File: src/rtl/eis_pkg.sv
package eis_pkg;

    localparam int NGRP  = 4;
    localparam int REG_W = 8;
    localparam int LVL_W = 2;

    // stored configuration; reserved bits are not kept
    typedef struct packed {
        logic [1:0] sens_a;   // groups 2 and 3
        logic       pol_a;    // inverts group 2
        logic [1:0] sens_b;   // groups 0 and 1
        logic       pol_b;    // inverts group 0
    } cfg_t;

    typedef struct packed {
        logic lvl_hi;
        logic lvl_lo;
        logic rise;
        logic fall;
    } sense_t;

    function automatic sense_t decode_sense(input logic [1:0] code, input logic inv);
        sense_t s;
        s = '0;
        unique case (code)
            2'b00: begin
                s.lvl_lo = ~inv;
                s.fall   = ~inv;
                s.lvl_hi = inv;
                s.rise   = inv;
            end
            2'b01: begin
                s.rise = ~inv;
                s.fall = inv;
            end
            2'b10: begin
                s.fall = ~inv;
                s.rise = inv;
            end
            default: begin
                s.rise = 1'b1;
                s.fall = 1'b1;
            end
        endcase
        return s;
    endfunction

endpackage

File: src/rtl/eis_cfg_reg.sv
module eis_cfg_reg
    import eis_pkg::*;
(
    input  logic             clk,
    input  logic             rst_n,
    input  logic             wr_en,
    input  logic [REG_W-1:0] wr_data,
    input  logic [LVL_W-1:0] cpu_lvl,
    output cfg_t             cfg,
    output logic [REG_W-1:0] rd_data
);

    typedef struct packed {
        cfg_t cfg;
    } state_t;

    state_t st_d, st_q;
    logic   unlocked;

    always_comb begin
        st_d     = st_q;
        unlocked = &cpu_lvl;
        if (wr_en && unlocked) begin
            st_d.cfg.sens_a = wr_data[7:6];
            st_d.cfg.pol_a  = wr_data[5];
            st_d.cfg.sens_b = wr_data[4:3];
            st_d.cfg.pol_b  = wr_data[2];
        end
    end

    always_ff @(posedge clk or negedge rst_n) begin
        if (!rst_n) st_q <= '0;
        else        st_q <= st_d;
    end

    assign cfg     = st_q.cfg;
    assign rd_data = {st_q.cfg, 2'b00};

endmodule

File: src/rtl/eis_sync.sv
module eis_sync #(
    parameter int W = 4
) (
    input  logic         clk,
    input  logic         rst_n,
    input  logic [W-1:0] pins,
    output logic [W-1:0] cur,
    output logic [W-1:0] prev
);

    typedef struct packed {
        logic [W-1:0] s1;
        logic [W-1:0] s2;
        logic [W-1:0] dly;
    } state_t;

    state_t st_d, st_q;

    always_comb begin
        st_d     = st_q;
        st_d.s1  = pins;
        st_d.s2  = st_q.s1;
        st_d.dly = st_q.s2;
    end

    always_ff @(posedge clk or negedge rst_n) begin
        if (!rst_n) st_q <= '0;
        else        st_q <= st_d;
    end

    assign cur  = st_q.s2;
    assign prev = st_q.dly;

endmodule

File: src/rtl/eis_group.sv
module eis_group
    import eis_pkg::*;
#(
    parameter int W          = 4,
    parameter bit CAN_INVERT = 1'b0
) (
    input  logic         clk,
    input  logic         rst_n,
    input  logic [W-1:0] cur,
    input  logic [W-1:0] prev,
    input  logic [1:0]   code,
    input  logic         inv,
    input  logic         ack,
    output logic         irq
);

    typedef struct packed {
        logic pend;
    } state_t;

    state_t st_d, st_q;
    sense_t sense;
    logic   inv_eff;
    logic   any_now, all_now, any_old, all_old;
    logic   rise_ev, fall_ev, hit, lvl_on;

    generate
        if (CAN_INVERT) begin : g_inv
            assign inv_eff = inv;
        end else begin : g_noinv
            assign inv_eff = 1'b0;
        end
    endgenerate

    always_comb begin
        sense   = decode_sense(code, inv_eff);
        any_now = |cur;
        all_now = &cur;
        any_old = |prev;
        all_old = &prev;
        rise_ev = any_now & ~any_old;
        fall_ev = all_old & ~all_now;
        hit     = (sense.rise & rise_ev) | (sense.fall & fall_ev);
        lvl_on  = (sense.lvl_hi & any_now) | (sense.lvl_lo & ~all_now);
        st_d    = st_q;
        if (hit)      st_d.pend = 1'b1;
        else if (ack) st_d.pend = 1'b0;
    end

    always_ff @(posedge clk or negedge rst_n) begin
        if (!rst_n) st_q <= '0;
        else        st_q <= st_d;
    end

    assign irq = st_q.pend | lvl_on;

endmodule

File: src/rtl/ext_irq_sense.sv
module ext_irq_sense
    import eis_pkg::*;
#(
    parameter int G0_PINS = 4,
    parameter int G1_PINS = 3,
    parameter int G2_PINS = 4,
    parameter int G3_PINS = 1
) (
    input  logic               clk,
    input  logic               rst_n,
    input  logic               wr_en,
    input  logic [REG_W-1:0]   wr_data,
    input  logic [LVL_W-1:0]   cpu_lvl,
    output logic [REG_W-1:0]   rd_data,
    input  logic [G0_PINS-1:0] pins_g0,
    input  logic [G1_PINS-1:0] pins_g1,
    input  logic [G2_PINS-1:0] pins_g2,
    input  logic [G3_PINS-1:0] pins_g3,
    input  logic [NGRP-1:0]    ack,
    output logic [NGRP-1:0]    irq
);

    localparam int TOTAL = G0_PINS + G1_PINS + G2_PINS + G3_PINS;
    localparam int GW  [NGRP] = '{G0_PINS, G1_PINS, G2_PINS, G3_PINS};
    localparam int OFS [NGRP] = '{0, G0_PINS, G0_PINS + G1_PINS,
                                  G0_PINS + G1_PINS + G2_PINS};

    cfg_t             cfg;
    logic [TOTAL-1:0] pins_all;

    assign pins_all = {pins_g3, pins_g2, pins_g1, pins_g0};

    eis_cfg_reg u_reg (
        .clk     (clk),
        .rst_n   (rst_n),
        .wr_en   (wr_en),
        .wr_data (wr_data),
        .cpu_lvl (cpu_lvl),
        .cfg     (cfg),
        .rd_data (rd_data)
    );

    for (genvar g = 0; g < NGRP; g++) begin : g_grp
        localparam int W = GW[g];
        localparam int O = OFS[g];
        logic [W-1:0] cur, prev;
        logic [1:0]   code;
        logic         inv;

        // upper pair uses field A, lower pair field B; even group of each pair invertible
        assign code = (g >= 2) ? cfg.sens_a : cfg.sens_b;
        assign inv  = (g >= 2) ? cfg.pol_a  : cfg.pol_b;

        eis_sync #(.W(W)) u_sync (
            .clk   (clk),
            .rst_n (rst_n),
            .pins  (pins_all[O +: W]),
            .cur   (cur),
            .prev  (prev)
        );

        eis_group #(.W(W), .CAN_INVERT(g % 2 == 0)) u_det (
            .clk   (clk),
            .rst_n (rst_n),
            .cur   (cur),
            .prev  (prev),
            .code  (code),
            .inv   (inv),
            .ack   (ack[g]),
            .irq   (irq[g])
        );
    end

endmodule

File: config.mk
export PLATFORM = sky130hd
export DESIGN_NAME = ext_irq_sense
export DESIGN_NICKNAME = d
export VERILOG_FILES = /design/src/rtl/eis_pkg.sv /design/src/rtl/eis_cfg_reg.sv /design/src/rtl/eis_sync.sv /design/src/rtl/eis_group.sv /design/src/rtl/ext_irq_sense.sv
export SDC_FILE = /design/constraint.sdc
export NUM_CORES = 1
export LEC_CHECK = 0
export BUFFER_PORTS_ARGS = -buffer_cell sky130_fd_sc_hd__buf_2
export CAP_MARGIN = 20
export CORE_AREA = 2 2 69 71
export CTS_BUF_LIST = sky130_fd_sc_hd__clkbuf_2 sky130_fd_sc_hd__clkbuf_4 sky130_fd_sc_hd__clkbuf_8
export CTS_CLUSTER_DIAMETER = 50
export DETAILED_ROUTE_END_ITERATION = 10
export DIE_AREA = 0 0 71 73
export GPL_TIMING_DRIVEN = 0
export PLACE_DENSITY_LB_ADDON = 0.3
export SLEW_MARGIN = 20
export SYNTH_ARGS = -nofsm -noshare
export SYNTH_HDL_FRONTEND = slang
export SYNTH_HIERARCHICAL = 1
export SYNTH_SLANG_ARGS = --single-unit
File: constraint.sdc
create_clock -name clk -period 1.5 [get_ports clk]
set_input_delay 0.075 -clock clk [delete_from_list [all_inputs] [get_ports clk]]
set_output_delay 0.075 -clock clk [all_outputs]
set_load 0.05 [all_outputs]
==> flow_summary.yaml, run 1 <==
detailed_routing:
  drtPass1Iterations: 3
  wl_mm: 2.62
  drc: 0
  vias: 1013
  wire_per_inst_um: 11.6
  via_per_inst: 4.50
  drtIter0Drc: 51
  ant_nets: 0
global_routing:
  grt_pass1_vias: 1016
  track_usage_pct: 11.0
  antenna_found_initial: 0
  grt_max_degree: 47
  grt.overflow.total: 0
  grt_pass1_wl_mm: 4.39
finish:
  fin_util_pct: 48.6
  antenna_cells: 0
  drive_above_1_share_pct: 44.4
  fin_area_sq_um: 2200
  fillers: 400
  fin_nets: 199
  syn2layout_area_growth_pct: 29.9
clock_tree:
  clk_latency_ps: 280
  clock-root-buffer: "clkbuf_8"
  cts_buffers: 5
  clockBufferDepth: 2
  clkSinkCount: 46
  clkTransAtPathRegs_ps: 80
  h-tree-depth: 2
  cts_tree: "done"
place:
  hpwl_mm: 1.79
  place_area_sq_um: 1960
  io_buffers: 36
  place_congestion: 0.701
min_path:
  holdPathEnd: "u_reg/cfg[2]"
  min_path_type: "in2reg"
  hold_path_depth: 2
  hold_start: "wr_data[4]"
power_and_ir_drop:
  p_per_area_nw_per_um2: 1320
  peakVddDrop_mv: 0.532
  total_power_w: 0.00292
  leakage_nw: 1.03
die:
  fp.dieH_um: 73
  start_util_pct: 37.4
  num_io_pins: 41
  row_count: 25
  die-area_sq_um: 5180
  core-area_sq_um: 4540
  die_w_um: 71
logic_synthesis:
  synth_edf_count: 0
  synth_top_area_share_pct: 67.8
  synth-main-ff-cell: "dfrtp_1"
  syn_area_sq_um: 1700
  async_flop_share_pct: 100
  ys_warn_count: 6
  ys_ff_latch: 46
  synth_largest_area_cell: "dfrtp_1"
  yosysSeqAreaShare_pct: 67.8
  syn-instance-count: 116
  synth.avg_cell_area_sq_um: 14.6
  yosys.cell_types.count: 28
  synth.area.top_cells: "dfrtp_1 68%, buf_4 8.4%, mux2_2 4.0%, mux2i_1 2.4%, nand2b_1 1.8%"
sta:
  report.final.hold_viol_count: 0
  fin_skew_ps: 1.93
  setup_violations: 2
  hold_ws_ps: 15.4
  drv_slew: 0
  fmaxAchievable_mhz: 570
  fin_crit_sh_pct: 117
  max_slew.worst_pin.slew_ps: 553
  setup_tns_ps: -485
  relSlewSlack_pct: 63.2
  setup_ws_ps: -254
  rsz0062_at_grt: "true"
  period_needed_ps: 1750
outcome:
  outcome: "finished, violations left"
  violations: "setup timing"
setup_path:
  critical_path_required_ps: 1420
  path_class: "reg2out"
  rr_startpoint: "g_grp[2].u_sync/cur[3]"
  arrival_ps: 1680
  critPathLaunchType: "flop"
  slowest_delay_ps: 540
  path_max_fanout: 3
  ff2ff_path_depth: 3
  cp_cell_sequence: "or4_4 -> mux2i_2 -> o31ai_2 -> buf_6"
  critPathCaptureType: "output pin"
  r2r_slack_ps: 240
  cp_num_buf_inv: 1
  crit_family: "simple AND/OR/NAND/NOR gates"
  cp_slowest_cell: "or4_4"
  worstReg2RegEnd: "g_grp[2].u_det/st_q"
run:
  cap_violations: 0
==> cell usage after synthesis, types with 2 or more instances <==
cell	instances
nand3_1	2
nor4_1	2
o31ai_1	2
or4_4	2
mux2_2	6
inv_1	5
nand2b_1	5
o2111ai_1	2
nand2_1	2
buf_4	19
mux2i_1	4
nand4_1	2
o221ai_1	2
and4_1	2
dfrtp_1	46
==> flip-flops by register name (all words and copies together), names as in the netlist <==
| signal | cells |
|---|---|
| u_reg/cfg | 6 |
| g_grp.u_sync/st_d | 12 |
| g_grp.u_sync/prev | 12 |
| g_grp.u_det/st_q | 4 |
| g_grp.u_sync/cur | 12 |
==> area by class of cell <==
type,count,area [sq um],area share [%]
Sequential cell,46,1150,52.3
Timing Repair Buffer,54,365,16.6
Clock inverter,3,43.8,1.99
Inverter,5,18.8,0.851
Multi-Input combinational cell,47,405,18.4
Tap cell,54,67.6,3.06
Clock buffer,5,68.8,3.12
Buffer,11,82.6,3.75
==> report_power, final <==
group | switching (W) | internal [W] | leakage, nW
combinational | 0.000346 | 0.000256 | 0.431
sequential | 0.0000969 | 0.00133 | 0.541
clock | 0.000388 | 0.000499 | 0.0585
total | 0.000831 | 0.00209 | 1.03
==> logic make-up after synthesis <==
kind of cell	Yosys count	share of synthesized area [%]
compound gates	11	5.75
buf+inv	24	9.51
flops	46	67.8
mux	10	6.34
other cells	1	0.221
simple gates	24	10.3
==> cell usage in the layout, fill, tap and decap left out, types with 5 or more instances in the layout <==
cell type	n
clkbuf_8	5
inv_1	5
mux2_2	6
buf_4	16
dlygate4sd3_1	14
nand2b_1	5
buf_2	33
dfrtp_1	45
==> layer usage <==
metal  vias up  GRT usage (%)  wire (um)
met5         -              0          0
met4         0           3.77         17
met3         2           4.83        179
met2        31           19.0       1350
met1       490           12.3       1070
li1        490              -          -
==> metrics by stage <==
step                      instances  setup slack (ps)
final                           225              -254
after global routing            225              -312
after CTS                       225              -284
after detailed placement        207              -105
after global placement          207             -64.5
after floorplan                 117              19.0
==> worst register-to-register path, cell delays in order (launching register included) <==
cell and delay (ps):
dfrtp_1 400, or4_4 540, nand2_1 70, o221ai_1 110
==> worst max-delay path by stage <==
| stage | from | endpoint | slack (ps) | depth (start not counted) |
|---|---|---|---|---|
| 3_3_place_gp | g_grp[0].u_sync/cur[1] | irq[0] | -60 | 5 |
| 2_1_floorplan | g_grp[0].u_sync/cur[3] | irq[0] | 20 | 4 |
| 4_1_cts | g_grp[2].u_sync/cur[1] | irq[2] | -280 | 4 |
| 5_1_grt | g_grp[0].u_sync/cur[2] | irq[0] | -310 | 4 |
| 3_5_place_dp | g_grp[0].u_sync/cur[1] | irq[0] | -100 | 5 |
| 6_report | g_grp[2].u_sync/cur[3] | irq[2] | -250 | 4 |
==> timing repair <==
item                       CTS  global route
pin swaps                    4             3
gates resized for setup      5             2
setup endpoints to repair    2             3
buffers inserted             3             1
hold buffers                14             0
hold endpoints to repair    59             0
No activity file was read; power rests on OpenSTA's default activity.
==> inputs of run 2 (changes only) <==
--- a/config.mk
+++ b/config.mk
@@ -5,16 +5,15 @@
 export SDC_FILE = /design/constraint.sdc
 export NUM_CORES = 1
 export LEC_CHECK = 0
-export BUFFER_PORTS_ARGS = -buffer_cell sky130_fd_sc_hd__buf_2
+export BUFFER_PORTS_ARGS = -buffer_cell sky130_fd_sc_hd__buf_4
 export CAP_MARGIN = 20
-export CORE_AREA = 2 2 69 71
+export CORE_AREA = 3 3 70 72
 export CTS_BUF_LIST = sky130_fd_sc_hd__clkbuf_2 sky130_fd_sc_hd__clkbuf_4 sky130_fd_sc_hd__clkbuf_8
 export CTS_CLUSTER_DIAMETER = 50
 export DETAILED_ROUTE_END_ITERATION = 10
-export DIE_AREA = 0 0 71 73
+export DIE_AREA = 0 0 73 75
 export GPL_TIMING_DRIVEN = 0
 export PLACE_DENSITY_LB_ADDON = 0.3
-export SLEW_MARGIN = 20
 export SYNTH_ARGS = -nofsm -noshare
 export SYNTH_HDL_FRONTEND = slang
 export SYNTH_HIERARCHICAL = 1
==> run 2 against run 1 <==
Effect of this change:
- the run still ends with setup timing left
- die area increased by 5.6%
- register-to-register slack about the same
- sequential share of layout area decreased by 1.4 points
- setup slack improved by 8.5 ps
- via count unchanged
- combinational power increased by 8.2%
- global-route usage decreased by 0.20 points
- sequential cell count unchanged
- hold slack about the same
- clock skew increased by 2.8 ps
- maximum frequency increased by 0.49%
- largest power group unchanged
==> flow_summary.yaml, run 2 (synthesis gave the netlist of run 1 again) <==
outcome:
  outcome: "finished, violations left"
  violations: "setup timing"
finish:
  layout_commonest_cell: "buf_4"
  fin_nets: 200
  antenna_cells: 0
  fin_cells: 223
  fillers: 356
  final_cell_mix: "49 x buf_4, 46 x dfrtp_1, 15 x dlygate4sd3_1"
  drive_above_1_share_pct: 43.3
  syn2layout_area_growth_pct: 33.5
sta:
  fin_skew_ps: 4.71
  setup_tns_ps: -461
  report.final.hold_viol_count: 0
  drv_slew: 0
  period_needed_ps: 1750
  setup_violations: 2
  rsz0062_at_grt: "true"
  max_slew.worst_pin.slew_ps: 549
  relSlewSlack_pct: 63.4
  hold_ws_ps: 15.6
  fin_crit_sh_pct: 116
  setup_ws_ps: -246
  fmaxAchievable_mhz: 573
global_routing:
  antenna_found_initial: 0
  grt_max_degree: 47
  grt_pass1_vias: 1049
  use_met3_pct: 3.74
  grt_use_met1_pct: 11.9
  grt_pass1_wl_mm: 4.50
  track_usage_pct: 10.8
  grt.overflow.total: 0
  grt_use_met2_pct: 19.3
  grt-busiest-layer: "met2"
clock_tree:
  clkSinkCount: 46
  clockBufferDepth: 2
  cts_tree: "done"
  clock-root-buffer: "clkbuf_8"
  cts_buffers: 5
  clk_latency_ps: 290
  clkTransAtPathRegs_ps: 80
  h-tree-depth: 2
die:
  die-area_sq_um: 5480
  fp.dieH_um: 75
  die_w_um: 73
  start_util_pct: 39.0
  num_io_pins: 41
  row_count: 24
  core-area_sq_um: 4350
detailed_routing:
  wire_per_inst_um: 12.1
  drtIter0Drc: 36
  vias: 1013
  via_per_inst: 4.54
  wl_mm: 2.71
  drtPass1Iterations: 4
  ant_nets: 0
  drc: 0
setup_path:
  slowest_delay_ps: 550
  critPathCaptureType: "output pin"
  cp_num_buf_inv: 1
  crit_family: "simple AND/OR/NAND/NOR gates"
  arrival_ps: 1670
  cp_cell_sequence: "or4_4 -> mux2i_2 -> o31ai_2 -> buf_6"
  critical_path_required_ps: 1420
  path_max_fanout: 2
  cp_slowest_cell: "or4_4"
  critPathLaunchType: "flop"
  path_class: "reg2out"
place:
  hpwl_mm: 1.87
  dpl.cell_count: 205
  place_congestion: 0.680
  io_buffers: 36
power_and_ir_drop:
  leakage_nw: 1.04
  peakVddDrop_mv: 0.517
  p_per_area_nw_per_um2: 1230
run:
  cap_violations: 0
min_path:
  min_path_type: "in2reg"
[run 2: changes by cell type in the layout (fill, tap and decap cells not counted), sizes merged]
cell	change
clkinvlp	+2
dlygate4sd3	+1
clkinv	-1
inv	-1
bufinv	-1
[run 2: path summary, 6_finish.rpt]
check,start,end,slack [ps],depth (start not counted)
max,g_grp[2].u_sync/cur[2],irq[2],-250,4
min,wr_data[5],u_reg/cfg[3],20,2
max reg2reg,g_grp[2].u_sync/cur[2],g_grp[2].u_det/st_q,250,3
min reg2reg,g_grp[0].u_sync/st_d[5],g_grp[0].u_sync/cur[1],350,0
max in group asynchronous,rst_n,g_grp[0].u_sync/st_d[4],810,2
min in group asynchronous,rst_n,g_grp[3].u_sync/cur,310,2
[run 2: routing by layer]
metal | vias up | part of all wire (%)
met1 | 491 | 40
li1 | 490 | -
met5 | - | 0
met3 | 2 | 6.4
met2 | 30 | 53
met4 | 0 | 0.48
[run 2: area by class of cell]
cell class	count	area (sq um)	area share (%)
tap	52	65.1	2.87
sequential	46	1150	50.8
inverter	5	18.8	0.829
clock buffer	5	68.8	3.04
multi-input combinational	47	405	17.9
timing repair buffer	55	458	20.2
clock inverter	2	15.0	0.663
buffer	11	82.6	3.65
[run 2: stage by stage]
step / total power [W] / utilization [%] / instance area, sq um / setup slack, ps
after floorplan: 0.00186 / - / 1710 / 19.0
after detailed placement: 0.00207 / 47.0 / 2050 / -80.0
after global routing: 0.00293 / 52.0 / 2260 / -305
final: 0.00279 / 52.0 / 2260 / -246
after global placement: 0.00205 / 47.0 / 2050 / -47.4
after CTS: 0.00283 / 51.9 / 2260 / -258
[run 2: worst reg2reg max path: cells and delay by family (launching register included)]
family / cells / cell delay [ps]
AOI/OAI and AO/OA: 1 / 110
DFF: 1 / 380
and+or+nand+nor: 2 / 630
[run 2: repair_timing]
item / in CTS / in global routing
buffers inserted: 4 / 0
endpoints found under the hold margin: 60 / 0
pin swaps: 4 / 1
hold buffers: 15 / 0
setup endpoints to repair: 2 / 2
resized for setup: 3 / 1
[run 2: report_power, final]
group | total (W) | switching [W] | internal [W]
Sequential | 0.00143 | 0.0000993 | 0.00133
Clock | 0.000709 | 0.000391 | 0.000318
Combinational | 0.000650 | 0.000349 | 0.000301
==> inputs of run 3 (changes only) <==
--- a/config.mk
+++ b/config.mk
@@ -8,11 +8,12 @@
 export BUFFER_PORTS_ARGS = -buffer_cell sky130_fd_sc_hd__buf_4
 export CAP_MARGIN = 20
 export CORE_AREA = 3 3 70 72
-export CTS_BUF_LIST = sky130_fd_sc_hd__clkbuf_2 sky130_fd_sc_hd__clkbuf_4 sky130_fd_sc_hd__clkbuf_8
+export CTS_BUF_LIST = sky130_fd_sc_hd__clkbuf_4 sky130_fd_sc_hd__clkbuf_8
 export CTS_CLUSTER_DIAMETER = 50
 export DETAILED_ROUTE_END_ITERATION = 10
 export DIE_AREA = 0 0 73 75
 export GPL_TIMING_DRIVEN = 0
+export HOLD_SLACK_MARGIN = 0.06
 export PLACE_DENSITY_LB_ADDON = 0.3
 export SYNTH_ARGS = -nofsm -noshare
 export SYNTH_HDL_FRONTEND = slang
==> run 3 against run 2 <==
Effect of this change:
- the flow still finishes with violations (setup timing)
- critical endpoint unchanged
- clock-buffer cell count unchanged
- sequential cell count unchanged
- maximum frequency about the same
- clock power about the same
- hold slack improved by 87 ps
- clock skew decreased by 0.51 ps
- via count increased by 1.7%
- register-to-register slack about the same
==> flow_summary.yaml, run 3 (synthesis gave the netlist of run 1 again) <==
die:
  num_io_pins: 41
  die-area_sq_um: 5480
  die_w_um: 73
  row_count: 24
  start_util_pct: 39.0
  core-area_sq_um: 4350
  fp.dieH_um: 75
clock_tree:
  clkSinkCount: 46
  clock-root-buffer: "clkbuf_8"
  cts_buffers: 5
  clkTransAtPathRegs_ps: 80
  cts_tree: "done"
  clk_latency_ps: 290
  h-tree-depth: 2
  clockBufferDepth: 2
finish:
  fin_cells: 229
  final_cell_mix: "49 x buf_4, 46 x dfrtp_1, 21 x dlygate4sd3_1"
  fillers: 355
  multi_input_area_sq_um: 405
  drive_above_1_share_pct: 41.8
  register_area_sq_um: 1150
  layout_commonest_cell: "buf_4"
  syn2layout_area_growth_pct: 37.0
  fin_nets: 206
  fin_area_sq_um: 2320
  antenna_cells: 0
sta:
  max_slew.worst_pin.slew_ps: 555
  period_needed_ps: 1740
  report.final.hold_viol_count: 0
  setup_violations: 2
  relSlewSlack_pct: 63.0
  hold_ws_ps: 102
  setup_ws_ps: -245
  fin_crit_sh_pct: 116
  rsz0062_at_grt: "true"
  fmaxAchievable_mhz: 573
  drv_slew: 0
  fin_skew_ps: 4.20
  setup_tns_ps: -461
global_routing:
  track_usage_pct: 11.0
  grt_pass1_vias: 1076
  grt_pass1_wl_mm: 4.55
  grt_max_degree: 47
  antenna_found_initial: 0
  grt.overflow.total: 0
outcome:
  violations: "setup timing"
  outcome: "finished, violations left"
power_and_ir_drop:
  leakage_nw: 1.07
  peakVddDrop_mv: 0.516
  p_per_area_nw_per_um2: 1210
setup_path:
  arrival_ps: 1670
  critical_path_required_ps: 1420
  path_max_fanout: 2
  critPathCaptureType: "output pin"
  critPathLaunchType: "flop"
  path_class: "reg2out"
detailed_routing:
  ant_nets: 0
  vias: 1030
  drtPass1Iterations: 4
  drc: 0
  drtIter0Drc: 40
  via_per_inst: 4.50
  wl_mm: 2.77
  wire_per_inst_um: 12.1
place:
  pre_cts_slack_ps: -80.0
  place_congestion: 0.680
  place_area_sq_um: 2050
  dpl.cell_count: 205
  hpwl_mm: 1.87
  io_buffers: 36
min_path:
  min_path_type: "in2reg"
run:
  cap_violations: 0
[run 3: layout make-up]
class	instances	area share [%]
flip-flops and latches	46	49.5
repair buffers	61	22.3
multi-input cells	47	17.4
plain buffers	11	3.55
clock buffers	5	2.96
well taps	52	2.80
inverters	5	0.807
clock inverters	2	0.646
[run 3: what timing repair did]
action	CTS	global route
setup endpoints to repair	2	2
setup buffers	4	0
endpoints found under the hold margin	66	0
hold buffers	21	0
pin swaps	4	1
resized for setup	3	1
[run 3: layer usage]
layer / up-vias / track usage (%) / routed length [um]
li1: 502 / - / -
met1: 496 / 11.9 / 1130
met2: 30 / 19.7 / 1470
met3: 2 / 3.74 / 153
met4: 0 / 4.30 / 13
met5: - / 0 / 0
[run 3: path summary, 6_finish.rpt]
kind,cells past startpoint,from,slack (ps),to
max,4,g_grp[2].u_sync/cur[2],-240,irq[2]
min,3,ack[1],100,g_grp[1].u_det/st_q
max reg2reg,3,g_grp[2].u_sync/cur[2],250,g_grp[2].u_det/st_q
min reg2reg,0,g_grp[0].u_sync/st_d[5],350,g_grp[0].u_sync/cur[1]
max in group asynchronous,2,rst_n,800,g_grp[0].u_sync/cur[1]
min in group asynchronous,2,rst_n,320,u_reg/cfg[5]
[run 3: where the power goes]
group          leakage [nW]  switching [W]  internal, W
clock network        0.0362       0.000389     0.000318
registers             0.542      0.0000993      0.00133
logic                 0.488       0.000352     0.000311
total                  1.07       0.000841      0.00196
[run 3: metrics by stage]
stage | power [W] | util (%)
final | 0.00280 | 53.4
after global routing | 0.00295 | 53.4
after CTS | 0.00284 | 53.3
after detailed placement | 0.00207 | 47.0
after global placement | 0.00205 | 47.0
after floorplan | 0.00186 | -
[run 3: worst max-delay path, cell delays in order, from the launching register on]
cell,delay (ps)
dfrtp_1,380
or4_4,550
mux2i_2,180
o31ai_2,100
buf_6,160
